==> config.mk <==
export PLATFORM = sky130hd
export DESIGN_NAME = img_csum_insert
export DESIGN_NICKNAME = d
export VERILOG_FILES = /design/src/rtl/ckins_pkg.sv /design/src/rtl/ckins_sum.sv /design/src/rtl/ckins_outreg.sv /design/src/rtl/img_csum_insert.sv
export SDC_FILE = /design/constraint.sdc
export NUM_CORES = 1
export LEC_CHECK = 0
export CAP_MARGIN = 20
export CORE_MARGIN = 3
export CORE_UTILIZATION = 35
export CTS_BUF_LIST = sky130_fd_sc_hd__clkbuf_8
export CTS_CLUSTER_SIZE = 10
export DETAILED_ROUTE_END_ITERATION = 12
export GPL_ROUTABILITY_DRIVEN = 1
export PLACE_DENSITY_LB_ADDON = 0.15
export SLEW_MARGIN = 25
export SYNTH_ARGS = -nofsm -noshare
export SYNTH_HDL_FRONTEND = slang
export SYNTH_SLANG_ARGS = --single-unit
==> constraint.sdc <==
create_clock -name clk -period 4.7 [get_ports clk]
set_clock_uncertainty 0.2 [all_clocks]
set_input_delay 0.47 -clock clk [delete_from_list [all_inputs] [get_ports clk]]
set_output_delay 0.47 -clock clk [all_outputs]
set_load 0.005 [all_outputs]
==> src/rtl/ckins_pkg.sv <==
package ckins_pkg;
    typedef enum logic {
        ST_FIRST = 1'b0,
        ST_BODY  = 1'b1
    } ckins_state_e;

    localparam int unsigned LANE_W = 8;
endpackage

==> src/rtl/ckins_sum.sv <==
module ckins_sum #(
    parameter int unsigned DATA_W   = 32,
    parameter int unsigned NARROW_W = 8
) (
    input  logic              clk,
    input  logic              rst_n,
    input  logic              wide_eff,
    input  logic              first,
    input  logic              take,
    input  logic              last,
    input  logic [DATA_W-1:0] elem_raw,
    output logic [DATA_W-1:0] elem_out,
    output logic [DATA_W-1:0] csum
);
    localparam int unsigned LANES        = DATA_W / ckins_pkg::LANE_W;
    localparam int unsigned NARROW_LANES = NARROW_W / ckins_pkg::LANE_W;

    logic [DATA_W-1:0] lane_mask;
    logic [DATA_W-1:0] acc_q;
    logic [DATA_W-1:0] base;

    // Lanes inside the narrow width are always live; upper lanes only in wide mode.
    generate
        for (genvar g = 0; g < LANES; g++) begin : g_lane
            if (g < NARROW_LANES) begin : g_keep
                assign lane_mask[g*ckins_pkg::LANE_W +: ckins_pkg::LANE_W] = '1;
            end else begin : g_gate
                assign lane_mask[g*ckins_pkg::LANE_W +: ckins_pkg::LANE_W] = {ckins_pkg::LANE_W{wide_eff}};
            end
        end
    endgenerate

    always_comb begin
        base     = first ? '0 : acc_q;
        elem_out = elem_raw & lane_mask;
        csum     = (~base + DATA_W'(1)) & lane_mask;
    end

    always_ff @(posedge clk) begin
        if (!rst_n) begin
            acc_q <= '0;
        end else if (take) begin
            acc_q <= last ? '0 : ((base + elem_out) & lane_mask);
        end
    end

    AST_ACC_RESTART: assert property (@(posedge clk) disable iff (!rst_n) (take && last) |=> (acc_q == '0)) else $error("sum not cleared");
    AST_ACC_NARROW: assert property (@(posedge clk) disable iff (!rst_n) (!first && !wide_eff) |-> ((acc_q >> NARROW_W) == '0)) else $error("narrow sum too wide");
endmodule

==> src/rtl/ckins_outreg.sv <==
module ckins_outreg #(
    parameter int unsigned DATA_W = 32
) (
    input  logic              clk,
    input  logic              rst_n,
    input  logic              load,
    input  logic [DATA_W-1:0] d_data,
    input  logic              d_last,
    input  logic              d_wide,
    input  logic              out_ready,
    output logic              space,
    output logic              out_valid,
    output logic [DATA_W-1:0] out_data,
    output logic              out_last,
    output logic              out_wide
);
    assign space = !out_valid || out_ready;

    always_ff @(posedge clk) begin
        if (!rst_n) begin
            out_valid <= 1'b0;
            out_data  <= '0;
            out_last  <= 1'b0;
            out_wide  <= 1'b0;
        end else if (load) begin
            out_valid <= 1'b1;
            out_data  <= d_data;
            out_last  <= d_last;
            out_wide  <= d_wide;
        end else if (out_ready) begin
            out_valid <= 1'b0;
        end
    end

    AST_OUT_HOLD: assert property (@(posedge clk) disable iff (!rst_n) (out_valid && !out_ready) |=> (out_valid && $stable(out_data) && $stable(out_last))) else $error("output changed under stall");
    AST_LOAD_SHOWS: assert property (@(posedge clk) disable iff (!rst_n) load |=> out_valid) else $error("loaded beat not shown");
endmodule

==> src/rtl/img_csum_insert.sv <==
module img_csum_insert #(
    parameter int unsigned DATA_W   = 32,
    parameter int unsigned NARROW_W = 8
) (
    input  logic              clk,
    input  logic              rst_n,
    input  logic              wide_sel,
    input  logic              in_valid,
    output logic              in_ready,
    input  logic [DATA_W-1:0] in_data,
    input  logic              in_last,
    output logic              out_valid,
    input  logic              out_ready,
    output logic [DATA_W-1:0] out_data,
    output logic              out_last
);
    import ckins_pkg::*;

    ckins_state_e      state_q, state_d;
    logic              mode_q;
    logic              wide_eff;
    logic              take;
    logic              is_first;
    logic              space;
    logic              out_wide;
    logic [DATA_W-1:0] elem_out;
    logic [DATA_W-1:0] csum;
    logic [DATA_W-1:0] beat_d;

    // State register and latched mode.
    always_ff @(posedge clk) begin
        if (!rst_n) begin
            state_q <= ST_FIRST;
            mode_q  <= 1'b0;
        end else begin
            state_q <= state_d;
            if (take && state_q == ST_FIRST) begin
                mode_q <= wide_sel;
            end
        end
    end

    // Next state and control outputs.
    always_comb begin
        in_ready = space;
        take     = in_valid && space;
        is_first = (state_q == ST_FIRST);
        wide_eff = is_first ? wide_sel : mode_q;
        state_d  = state_q;
        unique case (state_q)
            ST_FIRST: if (take && !in_last) state_d = ST_BODY;
            ST_BODY:  if (take && in_last)  state_d = ST_FIRST;
            default:  state_d = ST_FIRST;
        endcase
        beat_d = in_last ? csum : elem_out;
    end

    ckins_sum #(.DATA_W(DATA_W), .NARROW_W(NARROW_W)) u_sum (
        .clk      (clk),
        .rst_n    (rst_n),
        .wide_eff (wide_eff),
        .first    (is_first),
        .take     (take),
        .last     (in_last),
        .elem_raw (in_data),
        .elem_out (elem_out),
        .csum     (csum)
    );

    ckins_outreg #(.DATA_W(DATA_W)) u_out (
        .clk       (clk),
        .rst_n     (rst_n),
        .load      (take),
        .d_data    (beat_d),
        .d_last    (in_last),
        .d_wide    (wide_eff),
        .out_ready (out_ready),
        .space     (space),
        .out_valid (out_valid),
        .out_data  (out_data),
        .out_last  (out_last),
        .out_wide  (out_wide)
    );

    AST_IMAGE_RESTART: assert property (@(posedge clk) disable iff (!rst_n) (take && in_last) |=> (state_q == ST_FIRST)) else $error("image end not seen");
    AST_MODE_HELD: assert property (@(posedge clk) disable iff (!rst_n) (state_q == ST_BODY && $past(state_q) == ST_BODY) |-> $stable(mode_q)) else $error("mode moved mid-image");
    AST_NARROW_HIGH_ZERO: assert property (@(posedge clk) disable iff (!rst_n) (out_valid && !out_wide) |-> ((out_data >> NARROW_W) == '0)) else $error("narrow beat has upper bits");
    AST_SINGLE_ZERO: assert property (@(posedge clk) disable iff (!rst_n) (take && in_last && state_q == ST_FIRST) |=> (out_valid && out_last && out_data == '0)) else $error("single image checksum nonzero");
    AST_READY_EMPTY: assert property (@(posedge clk) disable iff (!rst_n) !out_valid |-> in_ready) else $error("stalled while empty");
endmodule

==> reports/results.tsv <==
stage	metric	value	unit
placement	portBuffers	72	
hold_path	worstHoldPathCells	2	
outcome	status	finished clean	
worst_setup_path	crit_path_start_kind	flip-flop	
die	die_area	0.01679	sq mm
synth	synthCells	719	
finish	syn_to_final_growth	19.43	%
global_routing	antenna_found_initial	0	
die	fp.dieH	129.6	um
finish	final_nets	823	
synth	synthDistinctLibCells	66	
route	wl_per_cell	18.69	um
cts	cts_tree	built	
worst_setup_path	required	4.73	ns
route	drtIter0Drc	426	
worst_setup_path	crit_fanout	24	
placement	hpwl	13.26	mm
die	placementRows	44	
die	floorplan.initialDensity	0.3622	
global_routing	grt_pass1_vias	5161	
route	vias	5428	
finish	post-route-util	0.4326	
synth	synth_nets	782	
global_routing	gr-total-overflow	0	
worst_setup_path	worstSetupPathType	reg -> reg	
worst_setup_path	worstPathArrival	4.06	ns
placement	place_area	0.006183	sq mm
cts	clock_latency	0.38	ns
synth	yosys.area.top_type	dfxtp_1	
route	antenna_left	0	
die	die_w	129.6	um
cts	cts.repair.resized	0	
timing	tightestPinTransition	0.7883	ns
cts	post-cts-setup-buffers	0	
die	ios	73	
pwr	leakagePower	2.450	nW
die	core	0.01475	sq mm
timing	fin_crit_sh	0.8584	
cts	postCtsHoldBufs	0	
synth	synth_seq_cells	68	
hold_path	hold_path_class	reg -> reg	
timing	relSlewSlack	0.4741	
synth	yosys_warnings	0	
worst_setup_path	cp-end-kind	flip-flop	
run	maxCapViolCount	0	
global_routing	grt_use_total	0.2116	
route	drtPass1Iterations	6	
timing	setup_tns	0	ns
cts	ctsLongestPathBuffers	2	
finish	fin_area	0.006382	sq mm
synth	synth_area	0.005344	sq mm
synth	synth_area_leaders	dfxtp_1 (25%), and2_1 (6.1%), xnor2_1 (5.9%), ha_1 (5.9%), o21ai_0 (5.2%)	
pwr	powerDensity	240.5	mW/mm^2
route	drc	0	
cts	path_clk_slew	0.09	ns
synth	yosysTopAreaCellShare	0.2547	
finish	num_antenna_cells	0	
timing	fmax	247.9	MHz
synth	yosysSeqAreaShare	0.2547	
timing	hold_viol	0	
timing	min_period	4.035	ns
cts	h-tree-depth	3	
global_routing	grt_pass1_wl	27.81	mm
timing	rsz0062_at_grt	no	
worst_setup_path	reg2reg_depth	13	
timing	drv_slew	0	
route	vias_per_cell	5.720	
cts	clkSinkCount	68	
pwr	irDropWorstVdd	0.1089	mV
finish	n_fill_cell	1482	
synth	synthTopCellsByCount	nand2_1 (70), dfxtp_1 (68), nor2_1 (66)	
cts	clockRootBuffer	clkbuf_8	
route	wirelength	17.74	mm
placement	gp_congestion	0.9887	
cts	cts_buffers	9	
synth	synth.most_common_cell	nand2_1	
synth	synth_ff_type	dfxtp_1	
synth	async_flop_share	0	
synth	synth.avg_cell_area	7.432	sq um
finish	drive_above_1_share	0.05752	
global_routing	grt_max_degree	39	
synth	synth_edf_count	0	
timing	setup_viol	0	
[metal layers]
layer / GRT usage / up-vias / wire length [um]
li1: - / 2660 / -
met1: 0.2832 / 2602 / 8261
met2: 0.3500 / 144 / 8391
met3: 0.02473 / 22 / 710
met4: 0.07946 / 0 / 372
met5: 0 / - / 0
[final cells by class]
type	instances	area (sq um)	area share
Timing Repair Buffer	86	825.8	0.1294
Sequential cell	68	1363	0.2135
Clock buffer	9	123.9	0.01941
Clock inverter	7	75.07	0.01176
Multi-Input combinational cell	577	3697	0.5793
Inverter	18	67.56	0.01059
Tap cell	184	230.2	0.03607
[cell usage in the layout (no fill, tap or decap), types with 5 or more instances in the layout]
cell type and count:
clkbuf_8 9, xnor2_1 36, and2_1 52, a221oi_1 7, and3_1 5, a22oi_1 15
a222oi_1 8, o21ai_0 55, nand3_1 14, buf_4 14, dfxtp_1 67, xor2_1 23
a21oi_1 50, inv_1 17, nor2_1 66, nand2b_1 6, o22ai_1 8, nand2_1 70
nand4_1 9, a31oi_1 7, a211oi_1 8, nor3_1 20, clkdlybuf4s50_1 72, a21o_1 18
o21bai_1 7, ha_1 25
[metrics by stage]
stage	hold WS (ns)	worst slack, ns	total power [mW]	cells
final	0.2785	0.6654	1.535	949
after global routing	0.3054	0.3221	1.607	949
after CTS	0.2844	0.7366	1.549	949
after detailed placement	0.2630	0.4016	1.024	933
after global placement	0.2595	0.4821	1.021	933
after floorplan	0.2527	0.9028	0.8846	719
[flip-flops by register name, summed over array words and instances, names as in the netlist, named ones only]
signal	cells
u_out.out_valid	1
u_out.out_data	32
u_out.out_last	1
u_sum.acc_q	32
mode_q	1
[logic make-up (layout without fill, tap and decap cells)]
logic type	count (synthesis)	after routing	synth area share
adder cells (fa/ha/maj)	25	25	0.05853
XOR/XNOR	59	59	0.09670
AO/OA/AOI/OAI	225	225	0.2800
buffers and inverters	74	120	0.05338
multiplexers	1	1	0.001873
flip-flops	68	68	0.2547
AND/OR/NAND/NOR	267	267	0.2547
[path summary, 6_finish.rpt]
check | from | end | slack [ns]
max | flip-flop | u_sum.acc_q[27] | 0.67
min | u_out.out_last | u_out.out_last | 0.28
max reg2reg | flip-flop | u_sum.acc_q[27] | 0.67
min reg2reg | u_out.out_last | u_out.out_last | 0.28
[critical path, cell delays in order, from the launching register on]
cell,delay (ns)
dfxtp_2,0.66
nor2b_1,0.15
a21o_1,0.28
and2_1,0.21
ha_1,0.39
and4_1,0.28
a221oi_1,0.31
o221ai_1,0.21
a21oi_1,0.19
o221ai_1,0.13
a41oi_1,0.36
o21ai_0,0.22
xnor2_1,0.18
o21ai_0,0.11
[where the power goes]
group          leakage [nW]  internal, mW  switching (mW)
Sequential            0.553         0.597          0.0287
Clock                 0.104         0.249           0.272
Combinational          1.79         0.167           0.222
Total                  2.45          1.01           0.523
No activity file was read; power rests on OpenSTA's default activity.
